--- src/rtl/vrc_pkg.sv ---
package vrc_pkg;

    localparam int COLOR_W = 8;
    localparam int WORD_W  = 4 * COLOR_W;

    typedef struct packed {
        logic [COLOR_W-1:0] blu;
        logic [COLOR_W-1:0] grn;
        logic [COLOR_W-1:0] red;
    } rgb_t;

    // Byte lanes: red low, green next, blue next, top byte padded with zero.
    function automatic logic [WORD_W-1:0] pack_word(input rgb_t p);
        return {{COLOR_W{1'b0}}, p.blu, p.grn, p.red};
    endfunction

endpackage

--- src/rtl/vrc_hcount.sv ---
module vrc_hcount #(
    parameter int W_BITS = 11
) (
    input  logic              clk,
    input  logic              rst,
    input  logic              de,
    input  logic              pix_valid,
    output logic [W_BITS-1:0] xpos,
    output logic [W_BITS-1:0] width,
    output logic              line_end,
    output logic              line_done
);

    assign line_end = !de && (xpos != '0);

    always_ff @(posedge clk) begin
        if (rst) begin
            xpos      <= '0;
            width     <= '0;
            line_done <= 1'b0;
        end else begin
            line_done <= line_end;
            if (de) begin
                if (pix_valid) begin
                    xpos <= xpos + W_BITS'(1);
                end
            end else if (line_end) begin
                width <= xpos;
                xpos  <= '0;
            end
        end
    end

endmodule

--- src/rtl/vrc_vcount.sv ---
module vrc_vcount #(
    parameter int H_BITS = 11,
    parameter int F_BITS = 16
) (
    input  logic              clk,
    input  logic              rst,
    input  logic              vsync,
    input  logic              line_end,
    output logic [H_BITS-1:0] line_eff,
    output logic [H_BITS-1:0] height,
    output logic [F_BITS-1:0] frame_cnt,
    output logic              cap_on
);

    logic [H_BITS-1:0] line_q;
    logic              cap_q;
    logic              frame_start;

    assign frame_start = vsync && (line_q != '0);
    // Line index valid for this cycle, after any frame boundary.
    assign line_eff    = frame_start ? '0 : line_q;
    assign cap_on      = cap_q || frame_start;

    always_ff @(posedge clk) begin
        if (rst) begin
            line_q    <= '0;
            height    <= '0;
            frame_cnt <= '0;
            cap_q     <= 1'b0;
        end else begin
            line_q <= line_end ? line_eff + H_BITS'(1) : line_eff;
            if (frame_start) begin
                frame_cnt <= frame_cnt + F_BITS'(1);
                cap_q     <= 1'b1;
                if (height == '0) begin
                    height <= line_q;
                end
            end
        end
    end

endmodule

--- src/rtl/vrc_wport.sv ---
module vrc_wport
    import vrc_pkg::*;
#(
    parameter int W_BITS = 11,
    parameter int H_BITS = 11,
    parameter int ADDR_W = W_BITS + H_BITS
) (
    input  logic              clk,
    input  logic              rst,
    input  logic              wr_req,
    input  logic [H_BITS-1:0] line_idx,
    input  logic [W_BITS-1:0] width,
    input  logic [W_BITS-1:0] xpos,
    input  rgb_t              pix,
    output logic              wr_en,
    output logic [ADDR_W-1:0] wr_addr,
    output logic [WORD_W-1:0] wr_data
);

    logic [ADDR_W-1:0] row_base;
    logic [ADDR_W-1:0] addr_nxt;

    assign row_base = ADDR_W'(line_idx) * ADDR_W'(width);
    assign addr_nxt = row_base + ADDR_W'(xpos);

    always_ff @(posedge clk) begin
        if (rst) begin
            wr_en   <= 1'b0;
            wr_addr <= '0;
            wr_data <= '0;
        end else begin
            wr_en <= wr_req;
            if (wr_req) begin
                wr_addr <= addr_nxt;
                wr_data <= pack_word(pix);
            end
        end
    end

endmodule

--- src/rtl/vid_res_capture.sv ---
module vid_res_capture
    import vrc_pkg::*;
#(
    parameter int W_BITS = 11,
    parameter int H_BITS = 11,
    parameter int F_BITS = 16,
    localparam int ADDR_W = W_BITS + H_BITS
) (
    input  logic              clk,
    input  logic              rst,
    input  logic              vsync,
    input  logic              de,
    input  logic              pix_valid,
    input  logic [7:0]        red,
    input  logic [7:0]        grn,
    input  logic [7:0]        blu,
    output logic [W_BITS-1:0] width_o,
    output logic [H_BITS-1:0] height_o,
    output logic [F_BITS-1:0] frame_cnt_o,
    output logic              line_done_o,
    output logic              wr_en_o,
    output logic [ADDR_W-1:0] wr_addr_o,
    output logic [31:0]       wr_data_o
);

    logic [W_BITS-1:0] xpos;
    logic [H_BITS-1:0] line_eff;
    logic              line_end;
    logic              cap_on;
    logic              wr_req;
    rgb_t              pix;

    assign pix    = '{blu: blu, grn: grn, red: red};
    assign wr_req = de && pix_valid && cap_on;

    vrc_hcount #(.W_BITS(W_BITS)) i_hcount (
        .clk       (clk),
        .rst       (rst),
        .de        (de),
        .pix_valid (pix_valid),
        .xpos      (xpos),
        .width     (width_o),
        .line_end  (line_end),
        .line_done (line_done_o)
    );

    vrc_vcount #(.H_BITS(H_BITS), .F_BITS(F_BITS)) i_vcount (
        .clk       (clk),
        .rst       (rst),
        .vsync     (vsync),
        .line_end  (line_end),
        .line_eff  (line_eff),
        .height    (height_o),
        .frame_cnt (frame_cnt_o),
        .cap_on    (cap_on)
    );

    vrc_wport #(.W_BITS(W_BITS), .H_BITS(H_BITS), .ADDR_W(ADDR_W)) i_wport (
        .clk      (clk),
        .rst      (rst),
        .wr_req   (wr_req),
        .line_idx (line_eff),
        .width    (width_o),
        .xpos     (xpos),
        .pix      (pix),
        .wr_en    (wr_en_o),
        .wr_addr  (wr_addr_o),
        .wr_data  (wr_data_o)
    );

endmodule

--- config.mk ---
export PLATFORM = sky130hd
export DESIGN_NAME = vid_res_capture
export DESIGN_NICKNAME = d
export VERILOG_FILES = /design/src/rtl/vrc_pkg.sv /design/src/rtl/vrc_hcount.sv /design/src/rtl/vrc_vcount.sv /design/src/rtl/vrc_wport.sv /design/src/rtl/vid_res_capture.sv
export SDC_FILE = /design/constraint.sdc
export NUM_CORES = 1
export LEC_CHECK = 0
export BUFFER_PORTS_ARGS = -buffer_cell sky130_fd_sc_hd__buf_2
export CAP_MARGIN = 30
export CORE_MARGIN = 2
export CORE_UTILIZATION = 64
export DETAILED_ROUTE_END_ITERATION = 10
export PLACE_DENSITY = 0.91
export RECOVER_POWER = 25
export SYNTH_ARGS = -nofsm -noshare
export SYNTH_HDL_FRONTEND = slang
export SYNTH_SLANG_ARGS = --single-unit
export TNS_END_PERCENT = 50
--- constraint.sdc ---
create_clock -name clk -period 10.9 [get_ports clk]
set_input_delay 2.18 -clock clk [delete_from_list [all_inputs] [get_ports clk]]
set_output_delay 2.18 -clock clk [all_outputs]
set_load 0.1 [all_outputs]
; Yosys cells after proc, flatten, opt, wreduce, memory -nomap -nowiden
; Cells that the tools add are included.
[word_totals]
reg_bits = 109
latch_bits = 0
ramBits = 0
rom_bits = 0
output_inout_bits = 94
wordCells = 35
n_memories = 0
[classes]
addsub = 4
multipliers = 1
div_mod_pow = 0
n_lt_le_gt_ge = 0
eq_ne = 1
shifts = 0
mux = 5
bitwise_logic = 1
reduce_logical = 13
[ops]
columns = operator, count
row1 = 11-bit two-way mux, 5
row2 = 11-bit by 1-bit adder with 11-bit output (second input constant), 2
row3 = 22-bit by 11-bit adder with 22-bit output, 1
row4 = 11-bit by 11-bit multiplier with 22-bit output, 1
row5 = 11-bit nonzero test, 2
row6 = 16-bit by 1-bit adder with 16-bit output (second input constant), 1
row7 = 11-bit logical NOT, 1
row8 = 2-bit AND reduction, 3
row9 = 1-bit logical AND, 4
row10 = 2-bit by 1-bit != test with 1-bit output (second input constant), 1
row11 = 2-bit nonzero test, 1
row12 = 1-bit logical NOT, 1
row13 = 1-bit logical OR, 1
row14 = 1-bit inverter, 1

; Depth between registers and ports, before layout
[logic_depth]
depth_word = 5
depth_mapped = 22

; Hierarchy
; A second synthesis with hierarchy kept.
[unflattened]
cells_unflattened = 1021
area_unflattened_um2 = 9038.7
[modules_own_cells]
columns = module, n_inst, cells_per_inst, area_each_um2, seq_area_each_um2
row1 = vrc_wport, 1, 704, 6133.4, 940.9
row2 = vrc_vcount, 1, 208, 1856.8, 780.7
row3 = vrc_hcount, 1, 108, 1042.2, 460.4
row4 = vid_res_capture, 1, 1, 6.3, 0.0

; Least setup slack after synthesis
; Ideal clock, no wire load.
[synth_timing]
path_kind = input to register
start = input vsync
end = register i_wport.wr_addr[21]
t_arrival_ps = 7189
required_ps = 10820
setup_slack_ps = 3631
cell_stages = 22
cell_sequence = clkbuf_1 -> nor2b_1 -> clkbuf_1 -> nand2_1 -> fa_1 -> inv_1 -> fa_1 -> inv_1 -> fa_1 -> inv_1 -> fa_1 -> inv_1 -> fa_1 -> inv_1 -> ha_1 -> o21a_1 -> nor2_1 -> a31oi_2 -> a21bo_2 -> a311oi_2 -> xnor2_1 -> a211oi_2
[synth_between]
elab_chain_len = 4
word_cells_on_any_way = 6
cone_classes = 1 x add/sub / 1 x mul / 1 x mux / 3 x reduce/logical
[synth_lines]
columns = item, line_no
row1 = from (decl), vid_res_capture.sv:11  ; input logic vsync,
row2 = 1-bit logical AND (*), vrc_vcount.sv:19  ; assign frame_start = vsync && (line_q != '0);
row3 = 11-bit two-way mux, vrc_vcount.sv:21  ; assign line_eff = frame_start ? '0 : line_q;
row4 = 11-bit by 11-bit multiplier with 22-bit output, vrc_wport.sv:23  ; assign row_base = ADDR_W'(line_idx) * ADDR_W'(width);
row5 = 22-bit by 11-bit adder with 22-bit output, vrc_wport.sv:24  ; assign addr_nxt = row_base + ADDR_W'(xpos);
row6 = to (signal assigned), vrc_wport.sv:34  ; wr_addr <= addr_nxt;
row7 = to (decl), vrc_wport.sv:16  ; output logic [ADDR_W-1:0] wr_addr,
; Mark *: on every way between the ends. The rest lies on a longest branch, timed or not.
; A chain may end at the register's enable or synchronous reset.

; Worst setup path after layout
[layout_timing]
start = input vsync
end = register i_wport.wr_addr[20]
; The elaborated chain is that of the path after synthesis.

==> summary.txt <==
Status = finished, violations left
Failing checks = capacitance limit, slew limit
Num CTS Buffers = 9
Starting Density = 65.36%
Clock Sinks = 109
Minimum clock period = 7.791 ns
Antenna violations before repair = 0
Routed WL = 21.16 mm
Dpl ws = 2.842 ns
Fin cells = 1276
Biggest area consumer among synthesized cells = dfxtp_1
Residual DRC = 0
Clock root buffer = clkbuf_16
Worst-path clk slew = 0.07 ns
Worst path max stage delay = 0.88 ns
Core Box Area = 13190 µm²
Max VDD drop = 0.0001025 V
Drt first-iter violations = 543
Final Wtd Congestion = 0.9117
Post-synthesis cell type count = 52
Post-DP HPWL = 15.70 mm
Area after DPL = 9281 µm²
Max Slew Vio Count = 17
#FFs+latches synth = 109
Final setup vio count = 0
Setup crit end kind = flop
Critical path class = primary input to flop
Inst Count DP = 1262
CTS tree = built
Worst path bufs/invs = 4
Cell family with most CP delay = adder cells
Die span in y = 120.1 µm
Fin. Hold Viols = 0
Final worst setup slack = 3.109 ns
Crit Path Max Fanout = 13
Post-synthesis sequential area ratio = 25.31%
Share of the synthesized area in the top cell type = 25.31%
Total GRT Usage = 30.71%
Remaining Overflow, GRT = 0
Synth Flop Type = dfxtp_1
Top post-synthesis cells by count = nand2_1 (155), inv_1 (136), dfxtp_1 (109)
Syn avg cell area = 8.493 µm²
CP max stage cell = nor2b_1
PwrDens = 79.05 nW/µm²
Worst Reg2Reg Path Length in Cells = 17
Dominant cells by area after synthesis = dfxtp_1 (25%), fa_1 (21%), ha_1 (9.3%)
Cell with the most instances after synthesis = nand2_1
First-pass GRT wire length = 35.70 mm
1st-pass router iterations = 5
Critical path required time = 11.19 ns
Die width = 120.1 µm
Share of layout cells above drive strength 1 = 11.73%
Post-layout instance area = 9479 µm²
RSZ-0062 raised after global routing = no
IO Count = 123
Number of synthesized flops with an enable pin = 0
Worst Path Arrival = 8.08 ns
Crit-path cells = clkbuf_1 > nor2b_1 > nand2_1 > fa_1 > inv_1 > fa_1 > inv_1 > fa_1 > fa_1 > fa_1 > inv_1 > ha_1 > and4_1 > o21ai_0 > a21oi_1 > a21boi_0 > or4_1 > nand3_1
Die footprint = 14410 µm²
Slew @ Worst Pin = 1.896 ns
Multi-input gate area = 5662 µm²
Worst Clk Skew = 0.006487 ns
Warnings from Yosys = 0
Hold slack = 0.4526 ns
Fmax = 0.1284 GHz
CTS resizes = 0
Hold_buf cts = 0
FP Rows = 42
Number of global-route vias before repair = 7489
Tcrit/Tclk final = 71.48%
Synthesized area = 8621 µm²
Number of buffers added for setup after CTS = 0
Crit path launch type = primary input
Slew headroom = -27.75%
Setup_tns = 0 ns
Leakage = 0.004591 µW
Ant diodes = 0
Vias/cell = 5.695
Synth Instances = 1015
Levels on crit path = 18
IO buf count = 114
HP Class = flop to flop
# fillers = 949
Bufs on Longest Clock Path = 2
Routed Antenna Nets = 0
CTS HTree Levels = 3
Area grow syn2layout = 9.956%
Cell mode on critical path = fa_1
Via Count = 7267
Maxcap violations = 1
Largest net degree at the start of global routing = 91
Hold Crit Depth = 2
Nets = 1282
Routed len/inst = 16.58 µm
Clock Latency Late Sink = 0.35 ns
FF+latch area = 2182 µm²
Post-synth ARST share = 0%
## logic make-up (layout without fill, tap and decap cells)
kind of cell / Yosys count / count (layout) / share of synthesized area (%)
muxes: 13 / 13 / 1.509
DFF: 109 / 109 / 25.31
and+or+nand+nor: 379 / 379 / 20.75
buffers and inverters: 195 / 273 / 9.071
AOI/OAI and AO/OA: 126 / 126 / 9.129
xor gates and xnor gates: 37 / 37 / 3.759
other: 1 / 8 / 0.04350
adders and majority gates: 155 / 155 / 30.42
## worst register-to-register path: stages, from the launching register on
cell and delay, ns:
dfxtp_1 0.37, nor2b_1 0.85, nand2_1 0.19, fa_1 0.58, inv_1 0.05, fa_1 0.49, inv_1 0.05, fa_1 0.48
fa_1 0.52, fa_1 0.55, inv_1 0.04, ha_1 0.39, and4_1 0.21, o21ai_0 0.13, a21oi_1 0.40, a21boi_0 0.20
or4_1 0.43, nand3_1 0.09
## registers in the layout (all words and copies together), names as in the netlist
signal	count
i_hcount.line_done	1
i_wport.wr_data	24
i_wport.wr_en	1
i_wport.wr_addr	22
i_vcount.line_q	11
i_hcount.xpos	11
i_vcount.frame_cnt	16
i_vcount.cap_q	1
i_hcount.width	11
i_vcount.height	11
## path summary, 6_finish.rpt
| path | start | endpoint | slack [ns] |
|---|---|---|---|
| hold / removal | i_wport.wr_data[23]$_SDFFE_PP0P_ | i_wport.wr_data[23]$_SDFFE_PP0P_ | 0.45 |
| setup reg to reg | i_vcount.line_q[7]$_SDFF_PP0_ | i_wport.wr_addr[20]$_SDFFE_PP0P_ | 4.82 |
| setup / recovery | vsync | i_wport.wr_addr[20]$_SDFFE_PP0P_ | 3.11 |
| hold reg to reg | i_wport.wr_data[23]$_SDFFE_PP0P_ | i_wport.wr_data[23]$_SDFFE_PP0P_ | 0.45 |
## layer usage
| layer | global-route usage [%] | vias up | part of all wire (%) |
|---|---|---|---|
| li1 | - | 3374 | - |
| met1 | 38.18 | 3554 | 40 |
| met2 | 54.69 | 268 | 51 |
| met3 | 4.325 | 71 | 5.5 |
| met4 | 10.37 | 0 | 3.5 |
| met5 | 0 | - | 0 |
## cell usage in the layout (no fill, tap or decap), drive strengths merged, types with 7 or more instances in the layout
cell and n:
nor2 80, a21oi 70, nor3 9, nor2b 11
a21o 7, ha 64, nand2 155, a31oi 12
xor2 21, conb 8, nand3 19, dfxtp 109
fa 91, clkbuf 28, and2 63, o21ai 13
inv 137, mux2i 13, buf 105, nand4 10
xnor2 16, nor4 8
## where the power goes
part	total (µW)	leakage [µW]	switching [µW]	internal, µW
Combinational	55.3	0.00359	44.3	11.0
Clock	291	0.000127	140	151
Sequential	403	0.000878	2.32	400
Total	749	0.00459	186	563
## layout make-up
type                            count  area share, %
Multi-Input combinational cell    718          59.73
Sequential cell                   109          23.02
Timing Repair Buffer              124          6.877
Inverter                          136          5.385
Clock buffer                        9          2.376
Tap cell                          176          2.323
Clock inverter                      4         0.2904
## through the flow
step	total power, µW	util (%)
after floorplan	456.0	-
after global placement	464.6	70.01
after detailed placement	466.8	70.37
after CTS	752.3	72.28
after global routing	771.9	71.86
final	749.3	71.86
Note: power is estimated with default switching activity, not from simulation.
